$ cat config.mk
export PLATFORM = sky130hd
export DESIGN_NAME = ptp_tod_counter
export DESIGN_NICKNAME = d
export VERILOG_FILES = /design/src/rtl/ptp_tod_pkg.sv /design/src/rtl/ptp_tod_regif.sv /design/src/rtl/ptp_tod_stepgen.sv /design/src/rtl/ptp_tod_core.sv /design/src/rtl/ptp_tod_counter.sv
export SDC_FILE = /design/constraint.sdc
export NUM_CORES = 1
export LEC_CHECK = 0
export BUFFER_PORTS_ARGS = -buffer_cell sky130_fd_sc_hd__buf_2
export CAP_MARGIN = 20
export CORE_MARGIN = 8
export CORE_UTILIZATION = 37
export DETAILED_ROUTE_END_ITERATION = 10
export GPL_TIMING_DRIVEN = 0
export PLACE_DENSITY = 0.57
export SLEW_MARGIN = 10
export SYNTH_ARGS = -nofsm -noshare
export SYNTH_HDL_FRONTEND = slang
export SYNTH_SLANG_ARGS = --single-unit
$ cat constraint.sdc
create_clock -name clk -period 15.7 [get_ports clk]
set_clock_uncertainty 0.15 [all_clocks]
set_input_delay 3.14 -clock clk [delete_from_list [all_inputs] [get_ports clk]]
set_output_delay 3.14 -clock clk [all_outputs]
set_load 0.02 [all_outputs]
$ cat src/rtl/ptp_tod_pkg.sv
package ptp_tod_pkg;
   // register select codes; the load path depends on these positions
   typedef enum logic [1:0] {
      SEL_NS   = 2'd0,
      SEL_SEC  = 2'd1,
      SEL_INCR = 2'd2,
      SEL_ADJ  = 2'd3
   } tod_sel_e;
endpackage

$ cat src/rtl/ptp_tod_regif.sv
module ptp_tod_regif
   import ptp_tod_pkg::*;
#(
   parameter int SEC_W  = 32,
   parameter int NS_W   = 30,
   parameter int STEP_W = 8,
   parameter int DW     = 32
) (
   input  logic                clk,
   input  logic                rst,
   input  logic                bus_wr,
   input  logic                bus_rd,
   input  logic [1:0]          bus_addr,
   input  logic [DW-1:0]       bus_wdata,
   output logic [DW-1:0]       bus_rdata,
   input  logic [SEC_W-1:0]    cur_sec,
   input  logic [NS_W-1:0]     cur_ns,
   output logic [3*STEP_W-1:0] incr_word,
   output logic                incr_wr,
   output logic                load_en,
   output logic [SEC_W-1:0]    load_sec,
   output logic [NS_W-1:0]     load_ns,
   output logic                adj_en,
   output logic                adj_neg,
   output logic [NS_W-1:0]     adj_mag
);
   localparam int INCR_W = 3 * STEP_W;

   if (DW < SEC_W)  begin : g_chk_sec  $error("DW narrower than seconds"); end
   if (DW <= NS_W)  begin : g_chk_ns   $error("DW leaves no sign bit");   end
   if (DW < INCR_W) begin : g_chk_incr $error("DW narrower than step word"); end

   tod_sel_e         sel;
   logic [SEC_W-1:0] stage_q;
   logic [SEC_W-1:0] shadow_q;
   logic [INCR_W-1:0] incr_q;
   logic             unused_wdata;

   assign sel          = tod_sel_e'(bus_addr);
   assign unused_wdata = ^bus_wdata;

   assign incr_wr   = bus_wr && (sel == SEL_INCR);
   assign load_en   = bus_wr && (sel == SEL_NS);
   assign adj_en    = bus_wr && (sel == SEL_ADJ);
   assign load_sec  = stage_q;
   assign load_ns   = bus_wdata[NS_W-1:0];
   assign adj_mag   = bus_wdata[NS_W-1:0];
   assign adj_neg   = bus_wdata[DW-1];
   assign incr_word = incr_q;

   always_ff @(posedge clk) begin
      if (rst) begin
         stage_q  <= '0;
         shadow_q <= '0;
         incr_q   <= '0;
      end else begin
         if (bus_wr && sel == SEL_SEC) stage_q <= bus_wdata[SEC_W-1:0];
         if (incr_wr)                  incr_q  <= bus_wdata[INCR_W-1:0];
         if (bus_rd && sel == SEL_NS)  shadow_q <= cur_sec;
      end
   end

   always_comb begin
      case (sel)
         SEL_NS:   bus_rdata = DW'(cur_ns);
         SEL_SEC:  bus_rdata = DW'(shadow_q);
         SEL_INCR: bus_rdata = DW'(incr_q);
         default:  bus_rdata = '0;
      endcase
   end

   // the capture holds the seconds seen in the cycle of the ns read
   p_capture_r9: assert property (@(posedge clk) disable iff (rst)
      (bus_rd && sel == SEL_NS) |=> (shadow_q == $past(cur_sec)));

   // the step word only changes through a step-word write
   p_incr_hold_r8: assert property (@(posedge clk) disable iff (rst)
      !incr_wr |=> $stable(incr_q));
endmodule

$ cat src/rtl/ptp_tod_stepgen.sv
module ptp_tod_stepgen #(
   parameter int STEP_W = 8,
   parameter bit ALT_EN = 1'b1
) (
   input  logic                clk,
   input  logic                rst,
   input  logic [3*STEP_W-1:0] incr_word,
   input  logic                incr_wr,
   output logic [STEP_W-1:0]   step,
   output logic                alt_sel
);
   if (STEP_W < 1) begin : g_chk_w $error("STEP_W must be positive"); end

   if (ALT_EN) begin : g_alt
      logic [STEP_W-1:0] cnt_q;
      logic [STEP_W-1:0] run_len;

      assign run_len = incr_word[3*STEP_W-1:2*STEP_W];
      assign alt_sel = (run_len != '0) && (cnt_q == run_len);
      assign step    = alt_sel ? incr_word[2*STEP_W-1:STEP_W]
                               : incr_word[STEP_W-1:0];

      always_ff @(posedge clk) begin
         if (rst)                              cnt_q <= '0;
         else if (incr_wr)                     cnt_q <= '0;
         else if (run_len == '0 || alt_sel)    cnt_q <= '0;
         else                                  cnt_q <= cnt_q + 1'b1;
      end

      // never two alternative steps back to back
      p_alt_single_r3: assert property (@(posedge clk) disable iff (rst)
         alt_sel |=> !alt_sel);

      // the run counter never passes the programmed run length
      p_cnt_bound_r3: assert property (@(posedge clk) disable iff (rst)
         (run_len != '0) |-> (cnt_q <= run_len));

      // a new word starts with a default step
      p_restart_r8: assert property (@(posedge clk) disable iff (rst)
         incr_wr |=> !alt_sel);
   end else begin : g_plain
      logic unused_plain;
      assign unused_plain = ^{clk, rst, incr_wr, incr_word[3*STEP_W-1:STEP_W]};
      assign alt_sel      = 1'b0;
      assign step         = incr_word[STEP_W-1:0];
   end
endmodule

$ cat src/rtl/ptp_tod_core.sv
module ptp_tod_core #(
   parameter int          SEC_W      = 32,
   parameter int          NS_W       = 30,
   parameter int          STEP_W     = 8,
   parameter int unsigned NS_PER_SEC = 1000000000
) (
   input  logic              clk,
   input  logic              rst,
   input  logic [STEP_W-1:0] step,
   input  logic              load_en,
   input  logic [SEC_W-1:0]  load_sec,
   input  logic [NS_W-1:0]   load_ns,
   input  logic              adj_en,
   input  logic              adj_neg,
   input  logic [NS_W-1:0]   adj_mag,
   output logic [SEC_W-1:0]  sec,
   output logic [NS_W-1:0]   ns,
   output logic              sec_tick
);
   localparam int SW = NS_W + 2;
   localparam logic signed [SW-1:0] NPS_S   = $signed(SW'(NS_PER_SEC));
   localparam logic [NS_W-1:0]      NPS_U   = NS_W'(NS_PER_SEC);
   localparam logic [NS_W-1:0]      ADJ_LIM = NS_W'(NS_PER_SEC - (2 ** STEP_W));

   if (NS_W > 30)  begin : g_chk_nsw $error("NS_W above 30 not supported"); end
   if (NS_PER_SEC >= (2 ** NS_W)) begin : g_chk_nps $error("NS_PER_SEC too wide"); end
   if (NS_PER_SEC <= 2 * (2 ** STEP_W)) begin : g_chk_step $error("step too large for NS_PER_SEC"); end
   if (SW <= STEP_W) begin : g_chk_sw $error("STEP_W wider than ns sum"); end

   logic                 load_ok, adj_ok, carry_up, carry_dn;
   logic signed [SW-1:0] mag_s, adj_s, sum_s;
   logic [NS_W-1:0]      ns_nx;
   logic [SEC_W-1:0]     sec_nx;

   always_comb begin
      load_ok = load_en && (load_ns < NPS_U);
      adj_ok  = adj_en && (adj_mag < ADJ_LIM);
      mag_s   = $signed({2'b00, adj_mag});
      adj_s   = '0;
      if (adj_ok) adj_s = adj_neg ? -mag_s : mag_s;
      sum_s    = $signed({2'b00, ns}) + $signed({{(SW-STEP_W){1'b0}}, step}) + adj_s;
      carry_up = (sum_s >= NPS_S);
      carry_dn = (sum_s < 0);
      if (load_ok) begin
         ns_nx  = load_ns;
         sec_nx = load_sec;
      end else if (carry_up) begin
         ns_nx  = NS_W'(sum_s - NPS_S);
         sec_nx = sec + 1'b1;
      end else if (carry_dn) begin
         ns_nx  = NS_W'(sum_s + NPS_S);
         sec_nx = sec - 1'b1;
      end else begin
         ns_nx  = NS_W'(sum_s);
         sec_nx = sec;
      end
   end

   always_ff @(posedge clk) begin
      if (rst) begin
         sec      <= '0;
         ns       <= '0;
         sec_tick <= 1'b0;
      end else begin
         sec      <= sec_nx;
         ns       <= ns_nx;
         sec_tick <= !load_ok && carry_up;
      end
   end

   // ns stays below one second
   p_ns_range_r4: assert property (@(posedge clk) disable iff (rst)
      ns < NPS_U);

   // without a load the seconds move by at most one
   p_sec_move_r4: assert property (@(posedge clk) disable iff (rst)
      $past(!load_ok) |-> (sec == $past(sec) || sec == SEC_W'($past(sec) + 1'b1)
                           || sec == SEC_W'($past(sec) - 1'b1)));

   // a pulse always comes with a one-second rise
   p_tick_sec_r5: assert property (@(posedge clk) disable iff (rst)
      sec_tick |-> (sec == SEC_W'($past(sec) + 1'b1)));

   // a load never pulses
   p_tick_load_r5: assert property (@(posedge clk) disable iff (rst)
      $past(load_ok) |-> !sec_tick);
endmodule

$ cat src/rtl/ptp_tod_counter.sv
module ptp_tod_counter #(
   parameter int          SEC_W      = 32,
   parameter int          NS_W       = 30,
   parameter int          STEP_W     = 8,
   parameter int          DW         = 32,
   parameter int unsigned NS_PER_SEC = 1000000000,
   parameter bit          ALT_EN     = 1'b1
) (
   input  logic             clk,
   input  logic             rst,
   input  logic             bus_wr,
   input  logic             bus_rd,
   input  logic [1:0]       bus_addr,
   input  logic [DW-1:0]    bus_wdata,
   output logic [DW-1:0]    bus_rdata,
   output logic [SEC_W-1:0] tod_sec,
   output logic [NS_W-1:0]  tod_ns,
   output logic             sec_pulse
);
   logic [3*STEP_W-1:0] incr_word;
   logic                incr_wr, load_en, adj_en, adj_neg, alt_sel;
   logic [SEC_W-1:0]    load_sec;
   logic [NS_W-1:0]     load_ns, adj_mag;
   logic [STEP_W-1:0]   step;
   logic                unused_alt;

   assign unused_alt = alt_sel;

   ptp_tod_regif #(.SEC_W(SEC_W), .NS_W(NS_W), .STEP_W(STEP_W), .DW(DW)) u_regif (
      .clk(clk), .rst(rst), .bus_wr(bus_wr), .bus_rd(bus_rd), .bus_addr(bus_addr),
      .bus_wdata(bus_wdata), .bus_rdata(bus_rdata), .cur_sec(tod_sec), .cur_ns(tod_ns),
      .incr_word(incr_word), .incr_wr(incr_wr), .load_en(load_en), .load_sec(load_sec),
      .load_ns(load_ns), .adj_en(adj_en), .adj_neg(adj_neg), .adj_mag(adj_mag)
   );

   ptp_tod_stepgen #(.STEP_W(STEP_W), .ALT_EN(ALT_EN)) u_stepgen (
      .clk(clk), .rst(rst), .incr_word(incr_word), .incr_wr(incr_wr),
      .step(step), .alt_sel(alt_sel)
   );

   ptp_tod_core #(.SEC_W(SEC_W), .NS_W(NS_W), .STEP_W(STEP_W), .NS_PER_SEC(NS_PER_SEC)) u_core (
      .clk(clk), .rst(rst), .step(step), .load_en(load_en), .load_sec(load_sec),
      .load_ns(load_ns), .adj_en(adj_en), .adj_neg(adj_neg), .adj_mag(adj_mag),
      .sec(tod_sec), .ns(tod_ns), .sec_tick(sec_pulse)
   );
endmodule

==> metrics.md <==
| Metric | Value |
|---|---|
| Status | `complete, no violations` |
| Share of post-route cells with drive strength above 1 | `0.111` |
| Total placed instance area | `about 14000 µm²` |
| Core region area | `34400 µm²` |
| Clk network pwr share | `0.264` |
| Starting utilization of the core area | `0.374` |
| Ports | `133` |
| Post-DR wirelength/cell | `21.7 µm` |
| Number of optimization iterations in the first detailed-route pass | `6` |
| Max-slew violation total from the final report | `0` |
| Post-CTS setup-driven buffer insertion count | `0` |
| RSZ-0062 raised after global routing | `false` |
| Number of library cell types mapped by synthesis | `slightly below 90` |
| Data required time at the worst endpoint | `~16 ns` |
| Switching power of the nets | `around 690 µW` |
| Leakage power figure | `5.97 nW` |
| Worst slew margin relative to its limit | `0.309` |
| Dominant combinational cell family by area after synthesis | `compound AO/OA/AOI/OAI gates` |
| Number of buffers created by CTS | `17` |
| Net count of the mapped netlist | `1867` |
| Die area | `41000 µm²` |
| Arrival @ worst endpoint | `13.52 ns` |
| Post-Synthesis Cells | `1753` |
| Synthesized-area fraction occupied by and/or/nand/nor cells | `0.246` |
| Internal Pwr Total | `976 µW` |
| Drt first-iter violations | `1342` |
| WL final | `51.1 mm` |
| Most frequently used flop master after synthesis | `dfxtp_1` |
| Critical path startpoint | `bus_wdata[3]` |
| VDD IR max | `0.0825 mV` |
| Worst r2r dst | `u_core.sec[31]$_SDFFE_PP0P_` |
| H-tree depth | `4` |
| Post-route DRC violation count | `0` |
| Worst setup path class | `in -> reg` |
| Post-route standard cell area excluding fillers | `14600 µm²` |
| Maximum fanout count along the critical path | `29` |
| Time the final worst path needs with I/O delays and setup | `13.33 ns` |
| Width of the die | `202 µm` |
| Die extent in y | `202 µm` |
| CP Launch Type | `input pin` |
| Ys async rst share | `0` |
| Antenna viol nets, final | `0` |
| Switch share | `0.414` |
| Most numerous cell types in the synthesized netlist | `nand2_1 (349), a21oi_1 (159), dfxtp_1 (159), nor2_1 (131), clkbuf_1 (88)` |
| Critical Path Slowest Stage Cell | `a221oi_1` |
| Slew @ Worst Pin | `1.04 ns` |
| Adder-cell area share of the yosys netlist | `0.0757` |
| Hold-fix buffer count after cts | `0` |
| Pin count of the biggest net entering global routing | `30` |
| Worst Reg-to-Reg Cells | `43` |
| Clock tree from TritonCTS | `yes` |
| Number of global-route vias before repair | `12950` |
| Max capacitance violation total | `0` |
| Last weighted congestion value of the routability-driven placer | `0.957` |
| Global-route usage over all layers | `0.240` |
| Element type at the critical path end | `flop` |
| Power share of the sequential group | `0.302` |
| Share of the synthesized netlist area taken by xor and xnor gates | `0.0844` |
| Mean instance size in the synthesized netlist | `7.33 µm²` |
| Post-synthesis cell type with the largest combined area | `dfxtp_1` |
| Finish-stage setup viols | `0` |
| Floorplan row count | `68` |
| Vias after detailed routing | `13942` |
| Number of enable-type register cells in the synthesized netlist | `0` |
| Worst-case clock buffer depth | `2` |
| Minimum setup slack among reg-to-reg paths | `3.25 ns` |
| Delay contributed by the slowest stage of the critical path | `around 0.78 ns` |
| Accumulated negative setup slack | `0 ns` |
| Root Driver | `clkbuf_16` |
| Synthesis-stage register bit count | `about 160` |
| Post-DR vias/cell | `5.92` |
| Buffers added on ports | `roughly 110` |
| Syn. warnings | `0` |
| Insertion delay to the later sink of the worst-skew pair | `0.45 ns` |
| Hold WC Path Type | `reg -> reg` |
| Net count reported at finish | `2002` |
| Portion of netlist area occupied by mux cells | `0.0366` |
| CTS clk-pin slew, worst paths | `0.06 ns` |
| Relative contribution of combinational cells to total power | `0.434` |
| Share of Yosys cell area claimed by the top area cell type | `0.248` |
| Clock sinks | `159` |
| Detailed placer's ending HPWL | `roughly 40 mm` |
| Total global routing overflow | `0` |
| Top post-synthesis cells by area | `dfxtp_1 (25%), nand2_1 (10%), ha_1 (7.1%)` |
| Most prevalent standard cell on the critical path | `o21ai_0` |
| F_max | `0.0750 GHz` |
| Wire length of the first global-routing pass | `around 77 mm` |
| Area of the mapped netlist | `about 13000 µm²` |
| Period Utilization, post-route | `0.849` |
| RR Startpoint | `u_stepgen.g_alt.cnt_q[0]$_SDFF_PP0_` |
| Most used standard cell by instance count after synthesis | `nand2_1` |
| Register area share after synthesis | `0.248` |
| Hold violation total from the final report | `0` |
| Compound-Gate Fraction of Synth Area | `0.261` |
| Number of cells upsized or downsized after cts | `0` |
| Critical path endpoint | `u_core.sec[31]$_SDFFE_PP0P_` |
| Fillers | `3688` |
| Total power density per cell area | `between 100 and 150 nW/µm²` |
| Initial antenna violation count | `6` |
| Synthesis-to-layout area growth | `13.9%` |
[worst min path at each step]
stage,end,slack (ns),cells after the start,start
5_1_grt,u_regif.load_sec[23]$_SDFFE_PP0P_,0.32,2,u_regif.load_sec[23]$_SDFFE_PP0P_
6_report,u_regif.load_sec[19]$_SDFFE_PP0P_,0.31,2,u_regif.load_sec[19]$_SDFFE_PP0P_
3_3_place_gp,u_regif.load_sec[19]$_SDFFE_PP0P_,0.29,2,u_regif.load_sec[19]$_SDFFE_PP0P_
3_5_place_dp,u_core.sec[22]$_SDFFE_PP0P_,0.30,2,u_regif.load_sec[22]$_SDFFE_PP0P_
4_1_cts,u_regif.load_sec[15]$_SDFFE_PP0P_,0.31,2,u_regif.load_sec[15]$_SDFFE_PP0P_
2_1_floorplan,u_core.sec[15]$_SDFFE_PP0P_,0.27,2,u_regif.load_sec[15]$_SDFFE_PP0P_
[flip-flops by register name (all words and copies together) (netlist names)]
name / count
u_core.sec: 32
u_regif.load_sec: 32
u_regif.shadow_q: 32
u_core.ns: 30
u_regif.incr_word: 24
u_stepgen.g_alt.cnt_q: 8
u_core.sec_tick: 1
[layout by cell type (no fill, tap or decap), types with 20 or more instances in the layout]
master,instances
a211oi_1,21
a21o_1,35
a21oi_1,159
a311oi_1,22
buf_2,122
clkbuf_1,90
dfxtp_1,159
ha_1,73
inv_1,38
mux2i_1,38
nand2_1,349
nand3_1,59
nand4_1,26
nor2_1,131
nor3_1,30
o211ai_1,20
o21ai_0,80
xnor2_1,67
xor2_1,55
[layout make-up]
type                       instances  area (µm²)  area share
inverter                          39         146      0.0100
antenna                            1        2.50    0.000171
clock buffer                      20         447      0.0305
multi-input combinational       1443        9060       0.619
sequential                       159        3180       0.217
timing repair buffer             116         598      0.0408
clock inverter                    12         160      0.0109
buffer                           112         479      0.0327
tap                              455         569      0.0389
[power by group through the flow]
stage / Sequential (mW) / Combinational (mW) / Clock, mW
floorplan: 0.521 / 0.498 / 0
global placement: 0.511 / 0.704 / 0
detailed placement: 0.511 / 0.712 / 0
CTS: 0.503 / 0.716 / 0.439
global route: 0.506 / 0.794 / 0.458
finish: 0.503 / 0.722 / 0.439
[worst max-delay path, delay by kind of cell]
| kind | cells | cell delay, ns |
|---|---|---|
| adder cells (fa/ha/maj) | 2 | 0.63 |
| AO/OA/AOI/OAI | 14 | 5.00 |
| buffers and inverters | 3 | 0.76 |
| AND/OR/NAND/NOR | 15 | 3.76 |
| XOR/XNOR | 1 | 0.17 |
[metal layers]
metal / part of all wire / GRT usage / up-vias
met5: 0.00098 / 0 / -
met4: 0.027 / 0.0707 / 8
met3: 0.081 / 0.0394 / 88
met2: 0.44 / 0.378 / 624
met1: 0.45 / 0.333 / 6642
li1: - / - / 6580
[stage by stage]
stage	worst slack (ns)	instances	utilization	power [mW]	hold slack (ns)
finish	2.37	2357	0.426	1.66	0.308
global route	1.45	2357	0.426	1.76	0.324
CTS	2.57	2355	0.426	1.66	0.308
detailed placement	2.11	2323	0.408	1.22	0.296
floorplan	3.46	1753	-	1.02	0.275
global placement	0.513	2321	0.407	1.22	0.291
[kinds of logic after synthesis]
family / count (synthesis)
simple gates: 702
fa+ha+maj: 76
xor+xnor: 123
mux: 46
flops: 159
buf+inv: 151
compound gates: 496
(Power assumes the default switching activity.)
